$ cat config.mk
export PLATFORM = sky130hd
export DESIGN_NAME = lcd_mode_seq
export DESIGN_NICKNAME = d
export VERILOG_FILES = /design/src/rtl/lcd_seq_pkg.sv /design/src/rtl/lcd_line_timer.sv /design/src/rtl/lcd_phase_decode.sv /design/src/rtl/lcd_irq_merge.sv /design/src/rtl/lcd_mode_seq.sv
export SDC_FILE = /design/constraint.sdc
export NUM_CORES = 1
export LEC_CHECK = 0
export ABC_AREA = 1
export BUFFER_PORTS_ARGS = -buffer_cell sky130_fd_sc_hd__buf_2
export CORE_AREA = 2 2 59 61
export CTS_CLUSTER_DIAMETER = 40
export DETAILED_ROUTE_END_ITERATION = 10
export DIE_AREA = 0 0 61 63
export PLACE_DENSITY = 0.59
export RECOVER_POWER = 50
export SLEW_MARGIN = 20
export SYNTH_ARGS = -nofsm -noshare
export SYNTH_HDL_FRONTEND = slang
export SYNTH_SLANG_ARGS = --single-unit
$ cat constraint.sdc
create_clock -name clk -period 2.8 [get_ports clk]
set_input_delay 0.28 -clock clk [delete_from_list [all_inputs] [get_ports clk]]
set_output_delay 0.28 -clock clk [all_outputs]
set_load 0.01 [all_outputs]
$ cat src/rtl/lcd_seq_pkg.sv
package lcd_seq_pkg;
  typedef enum logic [1:0] {
    MODE_HBLANK = 2'd0,
    MODE_VBLANK = 2'd1,
    MODE_OAM    = 2'd2,
    MODE_XFER   = 2'd3
  } lcd_mode_t;

  // status interrupt cause slots
  localparam int CAUSE_LYC    = 0;
  localparam int CAUSE_OAM    = 1;
  localparam int CAUSE_VBLANK = 2;
  localparam int CAUSE_HBLANK = 3;
  localparam int CAUSE_N      = 4;
endpackage

$ cat src/rtl/lcd_line_timer.sv
module lcd_line_timer #(
  parameter int LINE_CYCLES = 456,
  parameter int TOTAL_LINES = 154,
  localparam int DOT_W = $clog2(LINE_CYCLES),
  localparam int LY_W  = $clog2(TOTAL_LINES)
) (
  input  logic             clk,
  input  logic             rst_n,
  input  logic             run,
  output logic [DOT_W-1:0] dot,
  output logic [LY_W-1:0]  line
);
  localparam logic [DOT_W-1:0] DOT_LAST  = DOT_W'(LINE_CYCLES - 1);
  localparam logic [LY_W-1:0]  LINE_LAST = LY_W'(TOTAL_LINES - 1);

  always_ff @(posedge clk or negedge rst_n) begin
    if (!rst_n) begin
      dot  <= '0;
      line <= '0;
    end else if (!run) begin
      dot  <= '0;
      line <= '0;
    end else if (dot == DOT_LAST) begin
      dot  <= '0;
      line <= (line == LINE_LAST) ? '0 : line + 1'b1;
    end else begin
      dot <= dot + 1'b1;
    end
  end
endmodule

$ cat src/rtl/lcd_phase_decode.sv
module lcd_phase_decode
  import lcd_seq_pkg::*;
#(
  parameter int LINE_CYCLES   = 456,
  parameter int OAM_CYCLES    = 80,
  parameter int XFER_CYCLES   = 170,
  parameter int VISIBLE_LINES = 144,
  parameter int TOTAL_LINES   = 154,
  localparam int DOT_W = $clog2(LINE_CYCLES),
  localparam int LY_W  = $clog2(TOTAL_LINES)
) (
  input  logic             run,
  input  logic [DOT_W-1:0] dot,
  input  logic [LY_W-1:0]  line,
  output lcd_mode_t        mode,
  output logic             line_start,
  output logic             oam_entry,
  output logic             hblank_entry,
  output logic             vblank_entry,
  output logic             vram_ok,
  output logic             oam_ok
);
  localparam logic [DOT_W-1:0] XFER_START   = DOT_W'(OAM_CYCLES);
  localparam logic [DOT_W-1:0] HBLANK_START = DOT_W'(OAM_CYCLES + XFER_CYCLES);
  localparam logic [LY_W-1:0]  VBL_LINE     = LY_W'(VISIBLE_LINES);

  logic visible;
  assign visible = (line < VBL_LINE);

  assign line_start   = run && (dot == '0);
  assign oam_entry    = line_start && visible;
  assign vblank_entry = line_start && (line == VBL_LINE);
  assign hblank_entry = run && visible && (dot == HBLANK_START);

  always_comb begin
    if (!run)               mode = MODE_HBLANK;
    else if (!visible)      mode = MODE_VBLANK;
    else if (dot < XFER_START)   mode = MODE_OAM;
    else if (dot < HBLANK_START) mode = MODE_XFER;
    else                    mode = MODE_HBLANK;
  end

  assign oam_ok  = (mode == MODE_HBLANK) || (mode == MODE_VBLANK);
  assign vram_ok = (mode != MODE_XFER);
endmodule

$ cat src/rtl/lcd_irq_merge.sv
module lcd_irq_merge
  import lcd_seq_pkg::*;
(
  input  logic [CAUSE_N-1:0] cause,
  input  logic [CAUSE_N-1:0] enable,
  output logic               stat_irq
);
  logic [CAUSE_N-1:0] gated;

  for (genvar g = 0; g < CAUSE_N; g++) begin : g_cause
    assign gated[g] = cause[g] & enable[g];
  end

  assign stat_irq = |gated;
endmodule

$ cat src/rtl/lcd_mode_seq.sv
module lcd_mode_seq
  import lcd_seq_pkg::*;
#(
  parameter int LINE_CYCLES   = 456,
  parameter int OAM_CYCLES    = 80,
  parameter int XFER_CYCLES   = 170,
  parameter int VISIBLE_LINES = 144,
  parameter int TOTAL_LINES   = 154,
  localparam int DOT_W = $clog2(LINE_CYCLES),
  localparam int LY_W  = $clog2(TOTAL_LINES)
) (
  input  logic            clk,
  input  logic            rst_n,
  input  logic            lcd_on,
  input  logic [LY_W-1:0] lyc,
  input  logic            en_lyc_irq,
  input  logic            en_oam_irq,
  input  logic            en_vblank_irq,
  input  logic            en_hblank_irq,
  output logic [LY_W-1:0] ly,
  output logic [1:0]      mode,
  output logic            ly_match,
  output logic            vblank_irq,
  output logic            stat_irq,
  output logic            vram_ok,
  output logic            oam_ok
);
  logic [DOT_W-1:0]   dot;
  lcd_mode_t          mode_q;
  logic               line_start, oam_entry, hblank_entry, vblank_entry;
  logic [CAUSE_N-1:0] cause, enable;

  lcd_line_timer #(
    .LINE_CYCLES(LINE_CYCLES),
    .TOTAL_LINES(TOTAL_LINES)
  ) u_timer (
    .clk  (clk),
    .rst_n(rst_n),
    .run  (lcd_on),
    .dot  (dot),
    .line (ly)
  );

  lcd_phase_decode #(
    .LINE_CYCLES  (LINE_CYCLES),
    .OAM_CYCLES   (OAM_CYCLES),
    .XFER_CYCLES  (XFER_CYCLES),
    .VISIBLE_LINES(VISIBLE_LINES),
    .TOTAL_LINES  (TOTAL_LINES)
  ) u_decode (
    .run         (lcd_on),
    .dot         (dot),
    .line        (ly),
    .mode        (mode_q),
    .line_start  (line_start),
    .oam_entry   (oam_entry),
    .hblank_entry(hblank_entry),
    .vblank_entry(vblank_entry),
    .vram_ok     (vram_ok),
    .oam_ok      (oam_ok)
  );

  assign ly_match = (ly == lyc);
  assign mode     = mode_q;

  assign cause[CAUSE_LYC]     = line_start && ly_match;
  assign cause[CAUSE_OAM]     = oam_entry;
  assign cause[CAUSE_VBLANK]  = vblank_entry;
  assign cause[CAUSE_HBLANK]  = hblank_entry;
  assign enable[CAUSE_LYC]    = en_lyc_irq;
  assign enable[CAUSE_OAM]    = en_oam_irq;
  assign enable[CAUSE_VBLANK] = en_vblank_irq;
  assign enable[CAUSE_HBLANK] = en_hblank_irq;

  lcd_irq_merge u_irq (
    .cause   (cause),
    .enable  (enable),
    .stat_irq(stat_irq)
  );

  assign vblank_irq = vblank_entry;
endmodule

==> summary by stage, run 1 <==
Logic synthesis
The synthesized netlist cell count is 176. The share of the Yosys chip area taken by registers is 0.334. The leading area contributor after synthesis is dfrtp_1.

The portion of synthesized cell area occupied by the leading cell type is 0.334. The cell area after technology mapping is 1270 um2. Sorting the synthesized cells by area gives the leading types as dfrtp_1, nand2_1, inv_1, nand3_1, ha_1. Counting every net in the synthesized netlist gives 197. The synthesized netlist contains 27 unique library cells.

The average instance area after synthesis is 7.24 um2. The flip-flop and latch count after synthesis is 17. Yosys printed 0 warnings.

GRT
The pin count of the biggest net entering global routing is 18. The met3 usage is 0.0186. The first-pass GRT wire length is 5040 um. The initial antenna violation count is 0. The most used routing layer is met2. In the global route stage, met2 resource usage came out at 0.302. The total track usage is 0.173. The total grt overflow is 0. The via count of the first global-routing pass is 1,171. The met1 layer usage reported by global route is 0.209.

Setup path
Data arrives at the worst endpoint at 1.70 ns. The worst setup path is of the reg -> out kind. The highest net fanout along the worst path is 6. The depth of the worst register-to-register path is 8. The worst path required time is 2.52 ns.

STA classifies the critical path startpoint as a flip-flop. The kind of capture point of the worst setup path is an output port.

Pwr
Across the VDD grid, the largest voltage drop is 0.149 mV. For this design the static power due to leakage is 0.699 nW. For this design the ratio of total power to cell area is 298 nW/um2.

CTS
The longest clock path from root to sink contains 2 buffers. The cell sitting at the root of the clock tree is a clkbuf_4. The maximum level of the CTS H-tree is 1.

CTS saw 17 sinks. The clock transition at the register clock pins on the worst setup and hold paths after CTS is 0.10 ns. The post-CTS setup repair buffer count is 0. TritonCTS built the clock tree. For the worst-skew pair, the clock arrives at the later sink with an insertion delay of 0.29 ns.

The number of clock buffers added by TritonCTS is 3.

Floorplanning
The horizontal die dimension is 61 um. The die area is 3840 um2. From bottom edge to top edge, the die measures 63 um. The count of standard-cell rows is 21. The floorplan core area is 3230 um2.

For this configuration, the core starts out at a cell density of 0.395. The number of I/O pins is 30.

Layout
The synthesis-to-finish area growth is 16.0%. The repair_antennas step left the layout with diodes totalling 0. In the layout the commonest cells are nand2_1, inv_1, buf_2, nand3_1, dfrtp_1. The fraction of layout cells with a size suffix above 1 is 0.204. The library cell used most frequently in the layout, excluding fill and tap cells, is nand2_1. At the end of the flow, the number of nets in the layout was 228.

Placement
The routability congestion estimate from global placement is 0.948. The post-detailed-placement half-perimeter wirelength is 2430 um. In this run the tool buffered the top-level ports with 29 buffer cells.

Timing
The total count of hold-check failures in the final report is 0. Setup repair after global routing left no endpoint under its margin. The minimum hold slack is 0.342 ns. At the pin with the least slew margin, the transition time is 1.00 ns. The worst path needs 1.98 ns of the cycle, external delays included. Measured against its own limit, the worst slew margin works out to 0.331. The upper clock frequency limit is 0.506 GHz. The max-slew violation total from the final report is 0. The share of the clock period used by the worst path after layout is 0.706. The largest clock skew in the final design is 0.00650 ns.

The setup TNS is 0 ns. Setup violations remaining at the end of the flow were counted as 0.

Detailed routing
The average wire per cell in the routed design is 12.2 um. The total length of routed wires is 3060 um. The DRC violations left is 0. The count of nets left with antenna violations once routing finished came out at 0. The pre-antenna-repair detailed-routing pass consisted of 7 iterations.

After detailed routing, the number of vias per cell comes to 4.89. The total number of vias is 1,233. The first-iteration detailed-routing DRC count is 41.

Hold path
Counting instances, the worst hold path has a depth of 3. The path category of the worst min-delay check is in -> reg.

Run
The max-cap violation count is 0.

Status
The flow ran to the end, and the final reports show no timing, DRC or antenna violations.
critical path, cell delays in order, from the launching register on:
cell,delay [ns]
dfrtp_1,0.45
inv_1,0.17
ha_1,0.17
nand3_1,0.10
nor4_1,0.33
buf_2,0.19
per-stage QoR:
stage                     worst slack, ns  cells   util  total power, mW  area (um2)
after detailed placement             1.10    247  0.449            0.315        1450
final                               0.822    252  0.458            0.441        1480
after CTS                           0.761    252  0.460            0.451        1490
after floorplan                      1.25    176      -            0.289        1270
after global routing                0.681    252  0.458            0.468        1480
after global placement               1.13    247  0.449            0.313        1450
cells by family after synthesis:
kind of cell,Yosys count,share of synthesized area
fa+ha+maj,6,0.0589
xor+xnor,8,0.0550
simple gates,91,0.325
buf+inv,32,0.103
flops,17,0.334
compound gates,22,0.125
registers in the layout, summed over array words and instances (netlist names):
register,count
u_timer.line,8
u_timer.dot,9
timing repair:
item	CTS	global route
gates resized for setup	0	0
setup endpoints to repair	0	0
endpoints found under the hold margin	17	0
hold buffers	1	0
cell type report:
class                   instances  area (um2)
flip-flops and latches         17         425
clock buffers                   4        26.3
inverters                      28         105
fillers                       350        1750
multi-input cells             127         718
well taps                      46        57.6
repair buffers                 30         146
layer usage:
layer	part of all wire	wire length, um
met5	0	0
met4	0.013	40
met1	0.44	1340
met3	0.036	111
met2	0.51	1570
path summary, 6_finish.rpt:
kind	slack [ns]	to	from
worst max register to register	1.10	u_timer.dot[6]$_DFF_PN0_	u_timer.dot[1]$_DFF_PN0_
worst max-delay path	0.82	vblank_irq	u_timer.line[0]$_DFFE_PN0P_
worst min register to register	0.50	u_timer.dot[0]$_DFF_PN0_	u_timer.dot[0]$_DFF_PN0_
min in group asynchronous	0.67	u_timer.dot[8]$_DFF_PN0_	rst_n
worst min-delay path	0.34	u_timer.line[5]$_DFFE_PN0P_	lcd_on
max in group asynchronous	1.53	u_timer.line[1]$_DFFE_PN0P_	rst_n
power breakdown:
group	total [mW]	internal (mW)	switching (mW)
Clock	0.130	0.0554	0.0748
Combinational	0.0584	0.0221	0.0362
Sequential	0.252	0.249	0.00361
Total	0.441	0.326	0.115
cell usage after synthesis (all sizes together):
| library cell | number |
|---|---|
| nor4 | 2 |
| a31oi | 2 |
| nand4 | 5 |
| ha | 6 |
| buf | 3 |
| xnor2 | 6 |
| dfrtp | 17 |
| a21oi | 7 |
| nor2 | 18 |
| o31ai | 1 |
| a211oi | 1 |
| nand2 | 40 |
| inv | 28 |
| nor3 | 7 |
| clkbuf | 1 |
| nand3 | 19 |
| xor2 | 2 |
| o21ai | 11 |
Note: power is estimated with default switching activity, not from simulation.
==> inputs of run 2 (changes only) <==
--- a/config.mk
+++ b/config.mk
@@ -5,13 +5,13 @@
 export SDC_FILE = /design/constraint.sdc
 export NUM_CORES = 1
 export LEC_CHECK = 0
-export ABC_AREA = 1
+export ABC_AREA = 0
 export BUFFER_PORTS_ARGS = -buffer_cell sky130_fd_sc_hd__buf_2
-export CORE_AREA = 2 2 59 61
+export CORE_AREA = 2 2 55 57
 export CTS_CLUSTER_DIAMETER = 40
 export DETAILED_ROUTE_END_ITERATION = 10
-export DIE_AREA = 0 0 61 63
-export PLACE_DENSITY = 0.59
+export DIE_AREA = 0 0 57 59
+export PLACE_DENSITY = 0.64
 export RECOVER_POWER = 50
 export SLEW_MARGIN = 20
 export SYNTH_ARGS = -nofsm -noshare
==> constraint.sdc (replaced) <==
create_clock -name clk -period 1.75 [get_ports clk]
set_input_delay 0.175 -clock clk [delete_from_list [all_inputs] [get_ports clk]]
set_output_delay 0.175 -clock clk [all_outputs]
set_load 0.01 [all_outputs]
==> run 2 against run 1 <==
  * The flow now finishes with violations (negative setup slack)
  * Critical path type unchanged
  * Core utilization is 10 points higher
  * Clock-buffer cell count stayed put
  * Non-clock buffer count is 17 higher
  * Highest routed layer unchanged
  * Synthesized area is 11% lower
  * Routed wire length is 4.2% higher
  * Clock power is 72% higher
==> summary by stage, run 2 <==
Logic synthesis
The portion of synthesized cell area occupied by the leading cell type is 0.375 (was 0.334). Top cells by area, synth: dfrtp_1, xnor2_1, ha_1, nand3_1, a21oi_1 (was dfrtp_1, nand2_1, inv_1, nand3_1, ha_1). The most instantiated library cell after synthesis is dfrtp_1 (was nand2_1). Post-synth top cells: dfrtp_1, xnor2_1, nand2_1, nand3_1, nor2_1 (was nand2_1, inv_1, nand3_1, dfrtp_1, nor2_1). The flip-flop and latch count after synthesis is 17 (unchanged). The synthesized netlist cell count was 132 (was 176). The proportion of synthesized chip area in sequential cells is 0.375 (was 0.334). The dominant register cell in the synthesized netlist is dfrtp_1 (unchanged). The average instance area after synthesis was 8.59 um2 (was 7.24 um2).

The post-synthesis net count was 153 (was 197). The number of library cell types mapped by synthesis was 34 (was 27). The count of synthesis-stage warnings from yosys is 0 (unchanged). The leading area contributor after synthesis was dfrtp_1 (unchanged). The fraction of registers with async set or reset after synthesis is 1.00 (unchanged). The cell area after technology mapping was 1130 um2 (was 1270 um2). The number of synthesized flops with an enable pin came to 0 (unchanged).

Layout
The post-route core utilization is 0.561 (was 0.458). The number of flip-flops under the largest register name is 9 (unchanged). The number of nets in the layout is 202 (was 228). The register name with the most flops is u_timer.dot (unchanged). Leading cell types in the layout, fill and taps excluded: buf_2, buf_4, dfrtp_1, xnor2_1, nor2_1 (was nand2_1, inv_1, buf_2, nand3_1, dfrtp_1).

The fill cell instance count of the final layout is 267 (was 350). The most frequent standard cell in the layout excluding fill and tap cells is buf_2 (was nand2_1). The fraction of layout cells with a size suffix above 1 was 0.339 (was 0.204). The number of diodes added for antenna fixing is 0 (unchanged). Largest registers ranked by flip-flop count: u_timer.dot (9), u_timer.line (8) (unchanged). The synthesis-to-finish area growth was 34.2% (was 16.0%).

CTS
The worst-case clock buffer depth is 2 (unchanged). The CTS tree is done (unchanged). The clock root buffer is clkbuf_4 (unchanged). The clock buffer count from CTS is 3 (unchanged). The latest clock arrival within the worst-skew pair is 0.30 ns (was 0.29 ns).

The clock transition at the register clock pins on the worst setup and hold paths after CTS was 0.10 ns (about the same). The maximum level of the CTS H-tree was 1 (unchanged). The clock sink count is 17 (unchanged).

Floorplanning
The floorplan core area is 2710 um2 (was 3230 um2). The die area is 3360 um2 (was 3840 um2). The starting density of the core was 0.418 (was 0.395). The horizontal die dimension is 57 um (was 61 um). The count of standard-cell rows was 19 (was 21). The number of I/O pins was 30 (unchanged). The height of the chip came to 59 um (was 63 um).

Timing
The upper clock frequency limit is 0.499 GHz. RSZ-0062 raised after global routing: yes (was no). The transition time at the pin with the least slew margin is 1.01 ns (was 1.00 ns). The relative max-transition margin is 0.324 (was 0.331). The total count of hold-check failures in the final report was 0 (unchanged).

The minimum setup slack in the final design is -0.253 ns (was 0.822 ns). The largest clock skew in the final design is 0.00343 ns (was 0.00650 ns). The share of the clock period used by the worst path after layout is 1.14.

The max-slew violation total from the final report is 0 (unchanged). The total of endpoints with negative setup slack in the final report was 11 (was 0). The smallest clock period supported by the final layout is computed as 2.00 ns.

Detailed routing
The average wire per cell in the routed design came to 15.1 um (was 12.2 um). The first-iteration detailed-routing DRC count was 50 (was 41). The number of iterations in the first detailed-routing pass is 4 (was 7).

The DRC violations left is 0 (unchanged). The total length of routed wires is 3190 um (was 3060 um). The number of nets still failing antenna checks after routing is 0 (unchanged). The per-cell via count in the routed design is 5.63 (was 4.89).

The total number of vias is 1,187 (was 1,233).

Setup path
The worst setup path category is reg -> out (unchanged). The worst path arrival time came to 1.83 ns (was 1.70 ns). The kind of capture point of the worst setup path is an output port (unchanged). The critical path startpoint category is a flip-flop (unchanged). The highest net fanout along the worst path was 2 (was 6). The flop-to-flop setup slack is -0.08 ns (was 1.10 ns).

The reg-to-reg startpoint was u_timer.dot[1]$_DFF_PN0_ (unchanged). The startpoint of the most critical setup path was u_timer.dot[1]$_DFF_PN0_ (was u_timer.line[0]$_DFFE_PN0P_). The worst path required time is 1.57 ns (was 2.52 ns).

Run
The max-cap violation count is 0 (unchanged).

Placement
The number of port buffers is 29 (unchanged). The post-detailed-placement half-perimeter wirelength is 2200 um (was 2430 um). The pre-CTS setup slack is -0.0115 ns (was 1.10 ns). The routability congestion estimate from global placement is 0.875 (was 0.948).

GRT
The total grt overflow is 0 (unchanged). The initial antenna violation count is 0 (unchanged). The total track usage is 0.204 (was 0.173).

The via count of the first global-routing pass is 1,151 (was 1,171). The first-pass GRT wire length is 5210 um (was 5040 um). The pin count of the biggest net entering global routing is 18 (unchanged).

Pwr
The maximum VDD drop is 0.476 mV (was 0.149 mV). The reported leakage power is 0.691 nW (was 0.699 nW). The total power divided by cell area is 487 nW/um2 (was 298 nW/um2).

Status
The final reports fail on negative setup slack. Run status: finished, violations left (was finished, final reports clean).

Hold path
The path category of the worst min-delay check is in -> reg (unchanged). The worst hold path startpoint is lcd_on (unchanged).
-- run 2: kinds of logic (layout without fill, tap and decap cells) --
| family | after synthesis | count (layout) | synth area share |
|---|---|---|---|
| AND/OR/NAND/NOR | 60 | 60 | 0.284 |
| AO/OA/AOI/OAI | 23 | 23 | 0.121 |
| flip-flops | 17 | 17 | 0.375 |
| XOR/XNOR | 15 | 15 | 0.116 |
| buffers and inverters | 11 | 59 | 0.0375 |
| adder cells (fa/ha/maj) | 6 | 6 | 0.0662 |
-- run 2: worst paths after layout --
check	endpoint	depth (start not counted)
min in group asynchronous	u_timer.line[3]$_DFFE_PN0P_	2
hold / removal	u_timer.line[7]$_DFFE_PN0P_	3
setup reg to reg	u_timer.line[5]$_DFFE_PN0P_	6
setup / recovery	stat_irq	7
hold reg to reg	u_timer.dot[0]$_DFF_PN0_	2
max in group asynchronous	u_timer.line[6]$_DFFE_PN0P_	2
-- run 2: per-stage QoR --
stage                     cell area (um2)  power (mW)  TNS (ns)  std cells  hold WS, ns
after CTS                            1490       0.737    -0.507        211        0.166
after global placement               1400       0.500         0        201        0.124
final                                1520       0.741    -0.934        211        0.184
after detailed placement             1400       0.504   -0.0115        201        0.135
after floorplan                      1130       0.455         0        132       -0.121
after global routing                 1520       0.780     -1.86        211        0.185
-- run 2: cell type report --
| cell class | count | area (um2) | area share |
|---|---|---|---|
| multi-input combinational | 104 | 718 | 0.472 |
| inverter | 8 | 30.0 | 0.0197 |
| timing repair buffer | 47 | 282 | 0.185 |
| tap | 31 | 38.8 | 0.0255 |
| sequential | 17 | 427 | 0.280 |
| clock buffer | 4 | 26.3 | 0.0173 |
-- run 2: routing by layer --
metal | part of all wire | global-route usage
met1 | 0.42 | 0.246
met2 | 0.50 | 0.351
met3 | 0.056 | 0.0349
met4 | 0.021 | 0.106
met5 | 0 | 0
-- run 2: repair_timing --
item	4_1_cts	5_1_grt
buffers inserted	5	0
gates resized for setup	6	7
hold buffers	1	0
setup endpoints to repair	7	18
hold endpoints to repair	17	0
pin swaps	6	0
-- run 2: report_power, final --
group | switching (mW) | leakage (nW) | internal, mW
Combinational | 0.0591 | 0.443 | 0.0558
Sequential | 0.00584 | 0.233 | 0.398
Clock | 0.133 | 0.0150 | 0.0890
Total | 0.198 | 0.691 | 0.543
-- run 2: critical path, cell delays in order, from the launching register on --
cell and delay [ns]:
dfrtp_1 0.41, inv_2 0.08, ha_4 0.12, nor4bb_1 0.24, and3_1 0.23, and4_1 0.19
a221o_1 0.13, buf_2 0.12
==> inputs of run 3 (changes only) <==
--- a/config.mk
+++ b/config.mk
@@ -7,11 +7,13 @@
 export LEC_CHECK = 0
 export ABC_AREA = 0
 export BUFFER_PORTS_ARGS = -buffer_cell sky130_fd_sc_hd__buf_2
-export CORE_AREA = 2 2 55 57
+export CELL_PAD_IN_SITES_DETAIL_PLACEMENT = 1
+export CELL_PAD_IN_SITES_GLOBAL_PLACEMENT = 2
+export CORE_AREA = 2 2 68 70
 export CTS_CLUSTER_DIAMETER = 40
 export DETAILED_ROUTE_END_ITERATION = 10
-export DIE_AREA = 0 0 57 59
-export PLACE_DENSITY = 0.64
+export DIE_AREA = 0 0 70 72
+export PLACE_DENSITY = 0.7
 export RECOVER_POWER = 50
 export SLEW_MARGIN = 20
 export SYNTH_ARGS = -nofsm -noshare
==> run 3 against run 2 <==
  * Hold slack gained 0.043 ns
  * Via count is 0.51% higher
  * Critical endpoint unchanged
  * Register-to-register slack worse by 0.02 ns
  * Highest routed layer unchanged
  * The flow still finishes with violations (negative setup slack)
==> summary by stage, run 3 (synthesized netlist as in run 2, its figures left out) <==
Timing
RSZ-0062 raised after global routing: yes (unchanged). The transition time at the pin with the least slew margin was 0.986 ns (was 1.01 ns). The largest clock skew in the final design is 0.00784 ns (was 0.00343 ns). The shortest period the worst path allows is 1.98 ns (was 2.00 ns). The total count of hold-check failures in the final report is 0 (unchanged). The total of endpoints with negative setup slack in the final report came to 11 (unchanged). The max-slew violation total from the final report is 0 (unchanged). The share of the clock period used by the worst path after layout is 1.13 (was 1.14). The upper clock frequency limit is 0.505 GHz (was 0.499 GHz).

The relative max-transition margin is 0.343 (was 0.324). The minimum setup slack in the final design was -0.231 ns (was -0.253 ns).

CTS
The latest clock arrival within the worst-skew pair came to 0.25 ns (was 0.30 ns). The CTS tree was done (unchanged). The worst-case clock buffer depth is 2 (unchanged). The clock root buffer is clkbuf_8 (was clkbuf_4).

The clock transition at the register clock pins on the worst setup and hold paths after CTS came to 0.07 ns (was 0.10 ns). The clock sink count is 17 (unchanged). The maximum level of the CTS H-tree came to 1 (unchanged). The clock buffer count from CTS is 3 (unchanged).

GRT
The met1 layer usage reported by global route is 0.197 (was 0.246). The initial antenna violation count is 0 (unchanged). The total grt overflow is 0 (unchanged).

The met3 usage was 0.0194 (was 0.0349). The first-pass GRT wire length is 6240 um (was 5210 um). The via count of the first global-routing pass is 1,295 (was 1,151). The pin count of the biggest net entering global routing is 18 (unchanged). The met2 capacity usage during global routing is 0.272 (was 0.351). The total track usage is 0.155 (was 0.204). The most used routing layer is met2 (unchanged).

Run
The max-cap violation count came to 0 (unchanged).

Detailed routing
The number of iterations in the first detailed-routing pass is 4 (unchanged). The first-iteration detailed-routing DRC count was 26 (was 50). The total length of routed wires is 3780 um (was 3190 um).

The number of nets still failing antenna checks after routing is 0 (unchanged). The total number of vias was 1,193 (was 1,187). The DRC violations left came to 0 (unchanged). The average wire per cell in the routed design is 15.7 um (was 15.1 um).

The per-cell via count in the routed design is 4.95 (was 5.63).

Placement
The post-detailed-placement half-perimeter wirelength was 2770 um (was 2200 um). The number of port buffers is 29 (unchanged). The routability congestion estimate from global placement was 0.760 (was 0.875). The instance area at placement is 1470 um2 (was 1400 um2).

The pre-CTS setup slack is -0.0400 ns (was -0.0115 ns).

Pwr
The fraction of power consumed by the clock network was 0.357 (was 0.300). The maximum VDD drop is 0.199 mV (was 0.476 mV). The logic gate share of total power is 0.159 (was 0.155). The total power divided by cell area is 486 nW/um2 (was 487 nW/um2). The switching component of the power is 0.209 mW (was 0.198 mW). The part of the power in registers is 0.483 (was 0.545). The cell internal power dissipation is 0.627 mW (was 0.543 mW).

The net switching fraction of the power was 0.250 (was 0.268). The reported leakage power came to 0.756 nW (was 0.691 nW).

Setup path
The kind of capture point of the worst setup path is an output port (unchanged). The highest net fanout along the worst path is 2 (unchanged). The critical path startpoint category is a flip-flop (unchanged).

The worst path required time was 1.57 ns (about the same). The depth of the worst register-to-register path came to 7 (was 6). The worst setup path category is reg -> out (unchanged). The worst path arrival time came to 1.81 ns (was 1.83 ns).

Floorplanning
The number of I/O pins was 30 (unchanged). The count of standard-cell rows is 24 (was 19). The floorplan core area was 4260 um2 (was 2710 um2). The horizontal die dimension is 70 um (was 57 um).

The height of the chip came to 72 um (was 59 um). The starting density of the core was 0.266 (was 0.418). The die area is 5040 um2 (was 3360 um2).

Hold path
The path category of the worst min-delay check is in -> reg (unchanged). The number of stages on the worst hold path is 3 (unchanged).

Layout
The synthesis-to-finish area growth was 51.7% (was 34.2%). The register name with the most flops was u_timer.dot (unchanged). The number of diodes added for antenna fixing is 0 (unchanged). The fill cell instance count of the final layout is 508 (was 267).

The combined flip-flop and latch cell area came to 425 um2 (was 427 um2). The fraction of layout cells with a size suffix above 1 was 0.413 (was 0.339). The number of flip-flops under the largest register name is 9 (unchanged).

Largest registers ranked by flip-flop count: u_timer.dot (9), u_timer.line (8) (unchanged). The number of nets in the layout was 211 (was 202). The final non-filler cell area is 1720 um2 (was 1520 um2). The area of the multi-input gates is 796 um2 (was 718 um2). The most frequent standard cell in the layout excluding fill and tap cells is buf_2 (unchanged).

Leading cell types in the layout, fill and taps excluded: buf_2, buf_4, dfrtp_1, xnor2_1 (was buf_2, buf_4, dfrtp_1, xnor2_1, nor2_1).

Status
Violations in the final reports: negative setup slack (unchanged). Run status: finished, violations left (unchanged).
## run 3: through the flow
stage / hold WS, ns / total power, mW / setup TNS, ns / utilization / cells
finish: 0.227 / 0.836 / -0.797 / 0.403 / 241
global route: 0.261 / 0.877 / -1.75 / 0.403 / 241
CTS: 0.229 / 0.826 / -0.245 / 0.379 / 239
detailed placement: 0.127 / 0.507 / -0.0400 / 0.344 / 228
global placement: 0.126 / 0.504 / 0 / 0.344 / 228
floorplan: -0.121 / 0.455 / 0 / - / 132
## run 3: worst max-delay path, cell delays in order (launching register included)
cell	delay, ns
dfrtp_1	0.37
inv_2	0.07
ha_4	0.15
nor4bb_4	0.14
and3_1	0.19
and4_1	0.19
a221o_1	0.31
buf_2	0.14
## run 3: power groups by stage
stage	combinational [mW]	sequential (mW)	clock [mW]
6_report	0.133	0.404	0.299
5_1_grt	0.148	0.404	0.325
4_1_cts	0.115	0.403	0.308
3_5_place_dp	0.0944	0.412	0
3_3_place_gp	0.0927	0.411	0
2_1_floorplan	0.0440	0.411	0
## run 3: path summary, 6_finish.rpt
path	from	endpoint	slack, ns
worst max-delay path	u_timer.dot[0]$_DFF_PN0_	stat_irq	-0.23
worst min-delay path	lcd_on	u_timer.line[7]$_DFFE_PN0P_	0.23
worst max register to register	u_timer.dot[1]$_DFF_PN0_	u_timer.line[5]$_DFFE_PN0P_	-0.10
worst min register to register	u_timer.line[0]$_DFFE_PN0P_	u_timer.line[0]$_DFFE_PN0P_	0.57
max in group asynchronous	rst_n	u_timer.dot[2]$_DFF_PN0_	0.55
min in group asynchronous	rst_n	u_timer.line[6]$_DFFE_PN0P_	0.59
## run 3: final cells by class
type / instances / area share
multi-input combinational: 104 / 0.463
sequential: 17 / 0.247
timing repair buffer: 56 / 0.208
tap: 52 / 0.0378
clock buffer: 4 / 0.0262
inverter: 8 / 0.0175
## run 3: metal layers
metal | vias to the layer above | wire length (um)
met5 | - | 0
met4 | 0 | 55
met3 | 6 | 90
met2 | 23 | 1930
met1 | 584 | 1710
li1 | 580 | -
## run 3: repair_timing
item | CTS | global route
setup endpoints to repair | 6 | 12
hold buffers | 1 | 0
buffers inserted | 6 | 2
gates resized for setup | 11 | 20
pin swaps | 8 | 4
endpoints found under the hold margin | 17 | 0
gates cloned | 0 | 1
